--- src/rtl/pft_pkg.sv ---
package pft_pkg;
  localparam int PAYLOAD_W = 7;
  localparam int ENC_COUNT = 2;
  localparam int OCTETS    = 13;
  localparam int SAMPLED   = OCTETS - ENC_COUNT;
  localparam int SLOTS     = 10;
  localparam int OCT_W     = $clog2(OCTETS);
  localparam int SLOT_W    = $clog2(SLOTS);

  typedef struct packed {
    logic              snap;
    logic              busy;
    logic [OCT_W-1:0]  octetIdx;
    logic [SLOT_W-1:0] slotIdx;
  } txCtrl_t;
endpackage

--- src/rtl/pft_step_acc.sv ---
module pft_step_acc #(
  parameter int W = 7
) (
  input  logic                clk,
  input  logic                rst,
  input  logic                clear,
  input  logic                step,
  input  logic                cw,
  output logic signed [W-1:0] count
);
  localparam logic signed [W-1:0] MAXV = {1'b0, {(W-1){1'b1}}};
  localparam logic signed [W-1:0] MINV = {1'b1, {(W-1){1'b0}}};

  logic signed [W-1:0] base;
  logic signed [W-1:0] nextCount;

  always_comb begin
    base      = clear ? '0 : count;
    nextCount = base;
    if (step) begin
      if (cw && base != MAXV)       nextCount = base + 1'b1;
      else if (!cw && base != MINV) nextCount = base - 1'b1;
    end
  end

  always_ff @(posedge clk or posedge rst) begin
    if (rst) count <= '0;
    else     count <= nextCount;
  end

  a_r6_cw_step: assert property (@(posedge clk) disable iff (rst)
    (!clear && step && cw && count != MAXV) |=> count == $past(count) + 1'b1);
  a_r7_sat_high: assert property (@(posedge clk) disable iff (rst)
    (!clear && step && cw && count == MAXV) |=> count == MAXV);
  a_r7_sat_low: assert property (@(posedge clk) disable iff (rst)
    (!clear && step && !cw && count == MINV) |=> count == MINV);
  a_r8_clear_idle: assert property (@(posedge clk) disable iff (rst)
    (clear && !step) |=> count == '0);
endmodule

--- src/rtl/pft_control.sv ---
module pft_control
  import pft_pkg::*;
#(
  parameter int BIT_CYCLES   = 5208,
  parameter int FRAME_CYCLES = 2000000
) (
  input  logic    clk,
  input  logic    rst,
  output txCtrl_t ctrl,
  output logic    frameDone
);
  localparam int FC_W = $clog2(FRAME_CYCLES);
  localparam int BT_W = $clog2(BIT_CYCLES);

  logic [FC_W-1:0]   frameCnt;
  logic [BT_W-1:0]   bitTmr;
  logic [OCT_W-1:0]  octetIdx;
  logic [SLOT_W-1:0] slotIdx;
  logic              busy;
  logic              startNow;
  logic              bitEnd;
  logic              lastSlot;
  logic              lastOctet;

  assign startNow  = (frameCnt == '0);
  assign bitEnd    = busy && (bitTmr == BT_W'(BIT_CYCLES - 1));
  assign lastSlot  = (slotIdx == SLOT_W'(SLOTS - 1));
  assign lastOctet = (octetIdx == OCT_W'(OCTETS - 1));

  always_ff @(posedge clk or posedge rst) begin
    if (rst) begin
      frameCnt  <= '0;
      bitTmr    <= '0;
      octetIdx  <= '0;
      slotIdx   <= '0;
      busy      <= 1'b0;
      frameDone <= 1'b0;
    end else begin
      frameCnt  <= (frameCnt == FC_W'(FRAME_CYCLES - 1)) ? '0 : frameCnt + 1'b1;
      frameDone <= 1'b0;
      if (startNow) begin
        busy     <= 1'b1;
        octetIdx <= '0;
        slotIdx  <= '0;
        bitTmr   <= '0;
      end else if (busy) begin
        if (bitEnd) begin
          bitTmr <= '0;
          if (lastSlot) begin
            slotIdx <= '0;
            if (lastOctet) begin
              busy      <= 1'b0;
              frameDone <= 1'b1;
            end else begin
              octetIdx <= octetIdx + 1'b1;
            end
          end else begin
            slotIdx <= slotIdx + 1'b1;
          end
        end else begin
          bitTmr <= bitTmr + 1'b1;
        end
      end
    end
  end

  always_comb begin
    ctrl.snap     = startNow;
    ctrl.busy     = busy;
    ctrl.octetIdx = octetIdx;
    ctrl.slotIdx  = slotIdx;
  end

  a_r11_done_pulse: assert property (@(posedge clk) disable iff (rst)
    frameDone |=> !frameDone);
  a_r11_done_after_busy: assert property (@(posedge clk) disable iff (rst)
    frameDone |-> ($past(busy) && !busy));
  a_r3_octet_range: assert property (@(posedge clk) disable iff (rst)
    busy |-> (octetIdx < OCT_W'(OCTETS) && slotIdx < SLOT_W'(SLOTS)));
endmodule

--- src/rtl/pft_datapath.sv ---
module pft_datapath
  import pft_pkg::*;
(
  input  logic                 clk,
  input  logic                 rst,
  input  txCtrl_t              ctrl,
  input  logic [ENC_COUNT-1:0] encStep,
  input  logic [ENC_COUNT-1:0] encCw,
  input  logic [PAYLOAD_W-1:0] fieldIn [SAMPLED],
  output logic                 txLine
);
  logic signed [PAYLOAD_W-1:0] encCount [ENC_COUNT];
  logic [PAYLOAD_W-1:0]        frameWord [OCTETS];
  logic [PAYLOAD_W-1:0]        snapReg [OCTETS];
  logic [PAYLOAD_W:0]          curOctet;
  logic [SLOT_W-1:0]           dataSel;
  logic                        txBit;

  for (genvar g = 0; g < ENC_COUNT; g++) begin : g_enc
    pft_step_acc #(.W(PAYLOAD_W)) u_acc (
      .clk   (clk),
      .rst   (rst),
      .clear (ctrl.snap),
      .step  (encStep[g]),
      .cw    (encCw[g]),
      .count (encCount[g])
    );
  end

  for (genvar g = 0; g < OCTETS; g++) begin : g_word
    if (g < ENC_COUNT) begin : g_from_enc
      assign frameWord[g] = encCount[g];
    end else begin : g_from_in
      assign frameWord[g] = fieldIn[g - ENC_COUNT];
    end
    always_ff @(posedge clk or posedge rst) begin
      if (rst)            snapReg[g] <= '0;
      else if (ctrl.snap) snapReg[g] <= frameWord[g];
    end
  end

  always_comb begin
    if (ctrl.octetIdx < OCT_W'(OCTETS))
      curOctet = {ctrl.octetIdx == '0, snapReg[ctrl.octetIdx]};
    else
      curOctet = '1;
    dataSel = ctrl.slotIdx - 1'b1;
    if (ctrl.slotIdx == '0)                       txBit = 1'b0;
    else if (ctrl.slotIdx == SLOT_W'(SLOTS - 1))  txBit = 1'b1;
    else                                          txBit = curOctet[dataSel[2:0]];
  end

  always_ff @(posedge clk or posedge rst) begin
    if (rst) txLine <= 1'b1;
    else     txLine <= ctrl.busy ? txBit : 1'b1;
  end

  a_r3_idle_high: assert property (@(posedge clk) disable iff (rst)
    !$past(ctrl.busy) |-> txLine);
  a_r3_start_low: assert property (@(posedge clk) disable iff (rst)
    (ctrl.busy && ctrl.slotIdx == '0) |=> !txLine);
  a_r4_lead_marker: assert property (@(posedge clk) disable iff (rst)
    (ctrl.busy && ctrl.slotIdx == SLOT_W'(8) && ctrl.octetIdx == '0) |=> txLine);
  a_r4_other_marker: assert property (@(posedge clk) disable iff (rst)
    (ctrl.busy && ctrl.slotIdx == SLOT_W'(8) && ctrl.octetIdx != '0) |=> !txLine);
endmodule

--- src/rtl/panel_frame_tx.sv ---
module panel_frame_tx
  import pft_pkg::*;
#(
  parameter int BIT_CYCLES   = 5208,
  parameter int FRAME_CYCLES = 2000000
) (
  input  logic       clk,
  input  logic       rst,
  input  logic       encStepL,
  input  logic       encCwL,
  input  logic       encStepR,
  input  logic       encCwR,
  input  logic [6:0] pttLevel,
  input  logic [6:0] sqlRight,
  input  logic [6:0] volRight,
  input  logic [6:0] rowLevel,
  input  logic [6:0] sqlLeft,
  input  logic [6:0] volLeft,
  input  logic [6:0] colLevel,
  input  logic [6:0] btnRight,
  input  logic [6:0] btnLeft,
  input  logic       setKey,
  input  logic       memKey,
  output logic       txLine,
  output logic       frameDone
);
  txCtrl_t              ctrl;
  logic [PAYLOAD_W-1:0] fields [SAMPLED];

  assign fields[0]  = pttLevel;
  assign fields[1]  = sqlRight;
  assign fields[2]  = volRight;
  assign fields[3]  = rowLevel;
  assign fields[4]  = sqlLeft;
  assign fields[5]  = volLeft;
  assign fields[6]  = colLevel;
  assign fields[7]  = btnRight;
  assign fields[8]  = btnLeft;
  assign fields[9]  = {{(PAYLOAD_W-1){1'b0}}, setKey};
  assign fields[10] = {{(PAYLOAD_W-1){1'b0}}, memKey};

  pft_control #(
    .BIT_CYCLES   (BIT_CYCLES),
    .FRAME_CYCLES (FRAME_CYCLES)
  ) u_ctrl (
    .clk       (clk),
    .rst       (rst),
    .ctrl      (ctrl),
    .frameDone (frameDone)
  );

  pft_datapath u_dp (
    .clk     (clk),
    .rst     (rst),
    .ctrl    (ctrl),
    .encStep ({encStepR, encStepL}),
    .encCw   ({encCwR, encCwL}),
    .fieldIn (fields),
    .txLine  (txLine)
  );
endmodule

--- config.mk ---
export PLATFORM = sky130hd
export DESIGN_NAME = panel_frame_tx
export DESIGN_NICKNAME = d
export VERILOG_FILES = /design/src/rtl/pft_pkg.sv /design/src/rtl/pft_step_acc.sv /design/src/rtl/pft_control.sv /design/src/rtl/pft_datapath.sv /design/src/rtl/panel_frame_tx.sv
export SDC_FILE = /design/constraint.sdc
export NUM_CORES = 1
export LEC_CHECK = 0
export CAP_MARGIN = 20
export CELL_PAD_IN_SITES_DETAIL_PLACEMENT = 0
export CELL_PAD_IN_SITES_GLOBAL_PLACEMENT = 2
export CORE_ASPECT_RATIO = 1.2
export CORE_MARGIN = 5
export CORE_UTILIZATION = 36
export DETAILED_ROUTE_END_ITERATION = 16
export GPL_TIMING_DRIVEN = 0
export PLACE_DENSITY = 0.88
export SYNTH_ARGS = -nofsm -noshare
export SYNTH_HDL_FRONTEND = slang
export SYNTH_HIERARCHICAL = 1
export SYNTH_SLANG_ARGS = --single-unit
--- constraint.sdc ---
create_clock -name clk -period 3 [get_ports clk]
set_input_delay 0.3 -clock clk [delete_from_list [all_inputs] [get_ports clk]]
set_output_delay 0.3 -clock clk [all_outputs]
set_load 0.1 [all_outputs]
Word-level counts from Yosys, hierarchy flattened

Cells that the tools add are included.

Register bits after elaboration: 138
Latch bits: 0
Bits in writable memories: 0
Memory bits (read-only): 0
Input port bits: 71
Output and inout port bits: 2
Word-level logic and storage cells: 99
Memories kept: 0

Add/sub/neg operators: 9
Multipliers: 0
Divide/modulo/power cells: 0
Order comparisons: 3
Equality and inequality tests: 9
Shift-type cells: 0
Mux-type cells: 40
Bitwise operators: 1
Reductions and logical operators: 15

Operator list:

| kind                                                        | number |
|---|---|
| two-way mux 7 bit                                           | 10 |
| two-way mux 13 bit                                          | 3 |
| two-way mux 4 bit                                           | 9 |
| binary-select mux 7 bit (select 4 bit)                      | 1 |
| != test 7 bit (second input constant)                       | 4 |
| adder 21 x 1 -> 21 bit (second input constant)              | 1 |
| equality test 21 bit (second input constant)                | 1 |
| logical NOT 21 bit                                          | 1 |
| two-way mux 21 bit                                          | 1 |
| adder 7 x 1 -> 7 bit (second input constant)                | 2 |
| two-way mux 1 bit                                           | 14 |
| subtractor 7 x 1 -> 7 bit (second input constant)           | 2 |
| adder 13 x 1 -> 13 bit (second input constant)              | 1 |
| equality test 13 bit (second input constant)                | 1 |
| adder 4 x 1 -> 4 bit (second input constant)                | 2 |
| equality test 4 bit (second input constant)                 | 2 |
| logical NOT 4 bit                                           | 2 |
| two-way mux 8 bit                                           | 1 |
| nonzero test 2 bit                                          | 3 |
| greater-or-equal comparator 5 bit (second input constant)   | 1 |
| logical AND 1 bit                                           | 5 |
| inverter 4 -> 5 bit                                         | 1 |
| less-than comparator 3 x 4 -> 1 bit (second input constant) | 1 |
| less-than comparator 4 bit (second input constant)          | 1 |
| other kinds (6)                                             | 7 |

Depth between registers and ports, before layout

Gate-level depths: netlist of the first run.

Word-level depth: 10
Gate-level depth with buffers: 16
Gate-level depth less buffers: 14

Cells and area by module

The synthesis of the first run kept the hierarchy.

Modules (own cells, without submodules):

| module         | times used | cells an instance | area each (um2) | sequential area each (um2) |
|---|---|---|---|---|
| pft_datapath   | 1          | 299               | 4409.2          | 2303.5 |
| pft_control    | 1          | 234               | 2357.3          | 1101.1 |
| pft_step_acc   | 2          | 65                | 579.3           | 175.2 |
| panel_frame_tx | 1          | 1                 | 3.8             | 0.0 |

Worst setup path before layout of the first run

OpenSTA, ideal clock, no wires.

Kind: register to register
Start point: reg u_ctrl.frameCnt[0]
End point: reg u_dp.g_enc[0].u_acc.count[5]
Setup time: 0.121 ns
Arrival: 2.949 ns
Data required time: 2.879 ns
Setup slack: -0.070 ns
Cell stages (with the launch flop): 17
Path buffers: 2
Cells stage by stage: dfrtp_1 -> inv_1 -> ha_1 -> nor4b_1 -> nand4_2 -> nor2_4 -> buf_2 -> buf_4 -> clkinv_1 -> nand2_1 -> inv_1 -> ha_1 -> nand4b_2 -> o31ai_4 -> mux2_2 -> o211ai_1 -> nand2_1

Cells in the longest elaborated chain, start to end: 7
Elaborated cells on any way between the ends: 11
Those cells by class: add/sub: 2; eq/ne: 2; mux: 4; reduce/logical: 3

Ends and longest elaborated chain:

| what                                                                              | line               | source |
|---|---|---|
| from (decl)                                                                       | pft_control.sv:15  | `logic [FC_W-1:0] frameCnt;` |
| from (signal assigned)                                                            | pft_control.sv:39  | `frameCnt <= (frameCnt == FC_W'(FRAME_CYCLES - 1)) ? '0 : frameCnt + 1'b1;` |
| logical NOT 21 bit *                                                              | pft_control.sv:25  | `assign startNow = (frameCnt == '0);` |
| named net u_ctrl.startNow                                                         | pft_control.sv:20  | `logic startNow;` |
| two-way mux 7 bit *                                                               | pft_step_acc.sv:18 | `base = clear ? '0 : count;` |
| parallel branches: the longest is 4 deep, another holds subtractor 7 x 1 -> 7 bit | --                 |  |
| two-way mux 7 bit *                                                               | pft_step_acc.sv:20 | `if (step) begin` |
| named net u_dp.g_enc[0].u_acc.nextCount[5]                                        | pft_step_acc.sv:15 | `logic signed [W-1:0] nextCount;` |
| to (signal assigned)                                                              | pft_step_acc.sv:28 | `else count <= nextCount;` |
| to (decl)                                                                         | pft_step_acc.sv:9  | `output logic signed [W-1:0] count` |

Mark *: on every way through the listed nets, which the timed path passes.
A chain may end at the register's enable or synchronous reset.

==> results of run 1 <==
-- area by class of cell --
class	instances	area [um^2]
clock inverters	12	129
plain buffers	31	224
fillers	2046	11800
well taps	274	343
flip-flops and latches	150	3760
multi-input cells	471	4030
inverters	22	95.1
repair buffers	85	846
clock buffers	19	443
-- sequential cells by signal (all words and copies together) (netlist names) --
name,cells
u_ctrl/octetIdx,4
u_dp/txLine,1
u_dp/g_enc.u_acc/count,14
u_ctrl/frameCnt,21
u_ctrl/slotIdx,4
u_ctrl/bitTmr,13
u_dp/snapReg,91
u_ctrl/frameDone,1
u_ctrl/busy,1
-- cell usage in the layout (no fill, tap or decap), types with 10 or more instances in the layout --
master           synthesis  layout
mux2i_1                 12      12
a21oi_1                 23      23
conb_1                   1      12
inv_1                   20      15
buf_4                    2      14
xor2_1                  11      11
nor2_1                  26      26
clkbuf_16                0      17
o21ai_0                 17      17
mux2_2                  93      91
ha_1                    16      14
nand4_1                 11      11
clkdlybuf4s50_1          0      70
xnor2_1                 16      16
nand3_1                 28      28
nand2b_1                10      10
dfrtp_1                149     148
nand2_1                 46      44
mux4_2                  10      10
nor3_1                  10      10
-- routing by layer --
metal / vias to the layer above / wire length, um / global-route usage
met5: - / 0 / 0
met4: 0 / 254 / 0.0412
met3: 16 / 672 / 0.0309
met2: 142 / 9500 / 0.252
met1: 2800 / 8160 / 0.194
li1: 2683 / - / -
-- cell usage after synthesis (5+ instances only) --
cell / instances / area share
mux4_2: 10 / 0.028
and4_1: 7 / 0.0077
mux4_1: 7 / 0.023
nor2_1: 26 / 0.012
nor2b_1: 5 / 0.0039
mux2_2: 93 / 0.13
inv_1: 20 / 0.0095
o211ai_1: 7 / 0.0066
o21ai_1: 6 / 0.0038
xnor2_1: 16 / 0.018
o21ai_0: 17 / 0.011
a21oi_1: 23 / 0.015
or3_1: 9 / 0.0071
buf_2: 5 / 0.0032
xor2_1: 11 / 0.012
dfrtp_1: 149 / 0.47
buf_6: 7 / 0.0099
nand4_1: 11 / 0.0087
nor4_1: 5 / 0.0039
ha_1: 16 / 0.025
nand2b_1: 10 / 0.0079
nor3_1: 10 / 0.0063
nand3_1: 28 / 0.018
mux2i_1: 12 / 0.015
nand2_1: 46 / 0.022
clkbuf_1: 13 / 0.0062
-- kinds of logic after synthesis --
kind of cell / Yosys count / share of synthesized area
muxes: 123 / 0.202
and+or+nand+nor: 199 / 0.151
AOI/OAI and AO/OA: 94 / 0.0811
xor gates and xnor gates: 27 / 0.0298
buffers and inverters: 54 / 0.0369
adders and majority gates: 16 / 0.0252
other: 1 / 0.000473
DFF: 150 / 0.474
-- repair_timing --
| action | in CTS | in global routing |
|---|---|---|
| setup buffers | 4 | 9 |
| resized for setup | 24 | 10 |
| pin swaps | 5 | 4 |
| setup endpoints to repair | 104 | 75 |
-- worst max-delay path, stage by stage (launching register included) --
cell      delay (ns)
dfrtp_2         0.44
or4_4           0.58
nor2_4          0.24
buf_12          0.19
clkinv_4        0.10
nand2_1         0.14
inv_2           0.07
ha_4            0.16
nand4b_4        0.12
o31ai_4         0.12
mux2_4          0.34
o211ai_1        0.16
nand2_1         0.07
-- stage by stage --
stage | setup slack (ns) | hold slack, ns | utilization | instance area, um^2 | setup TNS, ns
after floorplan | -0.0701 | 0.103 | - | 7970 | -0.199
after global placement | -1.35 | 0.482 | 0.415 | 9010 | -169.48
after detailed placement | -0.733 | 0.489 | 0.418 | 9060 | -47.31
after CTS | 0.00149 | 0.363 | 0.450 | 9770 | 0
after global routing | 0.000235 | 0.381 | 0.455 | 9860 | 0
final | 0.137 | 0.374 | 0.455 | 9860 | 0
-- how the worst min path moves through the flow --
stage | startpoint | end | slack [ns] | cells past startpoint
floorplan | rst | u_dp/g_enc[0].u_acc/count[0] | 0.10 | 1
global placement | u_dp/snapReg[60] | u_dp/snapReg[60] | 0.48 | 1
detailed placement | u_dp/snapReg[61] | u_dp/snapReg[61] | 0.49 | 1
CTS | rst | u_dp/g_enc[1].u_acc/count[4] | 0.36 | 2
global route | rst | u_dp/g_enc[1].u_acc/count[2] | 0.38 | 2
finish | rst | u_dp/g_enc[1].u_acc/count[2] | 0.37 | 2
-- power breakdown --
| part | internal [uW] | total [uW] | switching [uW] | leakage [uW] |
|---|---|---|---|---|
| combinational | 383 | 739 | 356 | 0.00192 |
| sequential | 2160 | 2360 | 193 | 0.00181 |
| clock | 1240 | 2070 | 833 | 0.000275 |
==> out/metrics.yaml, run 1 <==
synthesis:
  async_reset_ff_frac: 1.00
  avgSynthCellArea_um2: 11.9
  yosysWarnings: 6
  syn_area_mm2: 0.00793
  ys_ff_latch: 150
  synthCells: 664
  synth.distinct_cells: 72
  synth_edf_count: 0
  seq_area_frac_synth: 0.474
  synth_ff_type: "dfrtp_1"
critical_path:
  crit_end: "u_dp/g_enc[1].u_acc/count[5]"
  critical_path.max_fanout: 13
  critPathCaptureType: "flip-flop"
  ff2ff_setup_slack_ns: 0.14
  cp.arrival_ns: 3.17
  r2r-end: "u_dp/g_enc[1].u_acc/count[5]"
  start_kind: "flip-flop"
  critical_path_required_ns: 3.30
  reg2regPathDepth: 12
  timing.rr.start: "u_ctrl/frameCnt[17]"
  worstSetupStartpoint: "u_ctrl/frameCnt[17]"
  worstSetupPathType: "reg2reg"
clock_tree:
  insertion_delay_ns: 0.42
  hold_buffers: 0
  numCtsBuffers: 17
  clkTransAtPathRegs_ns: 0.06
  cts_max_path_buffers: 2
  cts_sinks: 150
  htreeDepth: 4
  cts_tree: "done"
  root_buffer: "clkbuf_16"
detailed_routing:
  drc_errors: 0
  via_count: 5641
  dr.pass1.iters: 4
  avgRoutedWirePerCell_um: 17.5
  drt_wl_total_mm: 18.6
  drtIter0Drc: 267
  detail_route.vias_per_cell: 5.30
  ant_nets: 0
pwr:
  vdd_drop_max_mv: 0.355
  power_density_mw_per_mm2: 524
  p_leak_uw: 0.00401
  finalPower_uw: 5170
job:
  cap_violations: 0
global_routing:
  grt-ovfl-total: 0
  antenna_found_initial: 0
  first_global_vias: 5740
  grt_first_pass_wirelength_mm: 30.4
  grt_max_degree: 56
  groute.usage.overall: 0.149
die:
  dieArea_mm2: 0.0251
  core.rowCount: 59
  io_pins: 73
  fp.coreArea_mm2: 0.0217
  die_w_um: 145
  dieHeight_um: 173
  start_util: 0.365
placement:
  hpwlAfterDp_mm: 13.6
  gp_congestion: 0.782
  placedCellCount: 1021
  port-buffer-count: 70
finish:
  final-instance-count-excl-fill: 1064
  synthToLayoutAreaGrowth_pct: 24.4
  nets: 865
  drive_gt1_frac: 0.265
  diodes: 0
sta:
  min_period_over_period: 0.954
  finalHoldViolCount: 0
  maxSlewHeadroom: 0.341
  rsz0062_at_grt: "no"
  fmax_ghz: 0.349
  finalClockSkew_ns: 0.0130
  setup_violations: 0
  min_period_ns: 2.86
  slew_violations: 0
  worst_pin_slew_ns: 0.985
run_status:
  status: "complete, no violations"
worst_hold_path:
  hold_class: "in2async"
Note: power is estimated with default switching activity, not from simulation.
==> run 2, diff against run 1 <==
--- a/config.mk
+++ b/config.mk
@@ -5,6 +5,7 @@
 export SDC_FILE = /design/constraint.sdc
 export NUM_CORES = 1
 export LEC_CHECK = 0
+export ABC_CLOCK_PERIOD_IN_PS = 3000
 export CAP_MARGIN = 20
 export CELL_PAD_IN_SITES_DETAIL_PLACEMENT = 0
 export CELL_PAD_IN_SITES_GLOBAL_PLACEMENT = 2
==> results of run 2 <==
Final layout, timing and power as in run 1 (identical DEF).
==> run 3, diff against run 2 <==
--- a/config.mk
+++ b/config.mk
@@ -12,6 +12,7 @@
 export CORE_ASPECT_RATIO = 1.2
 export CORE_MARGIN = 5
 export CORE_UTILIZATION = 36
+export CTS_CLUSTER_DIAMETER = 50
 export DETAILED_ROUTE_END_ITERATION = 16
 export GPL_TIMING_DRIVEN = 0
 export PLACE_DENSITY = 0.88
==> results of run 3 <==
Final layout, timing and power as in run 1 (identical DEF).
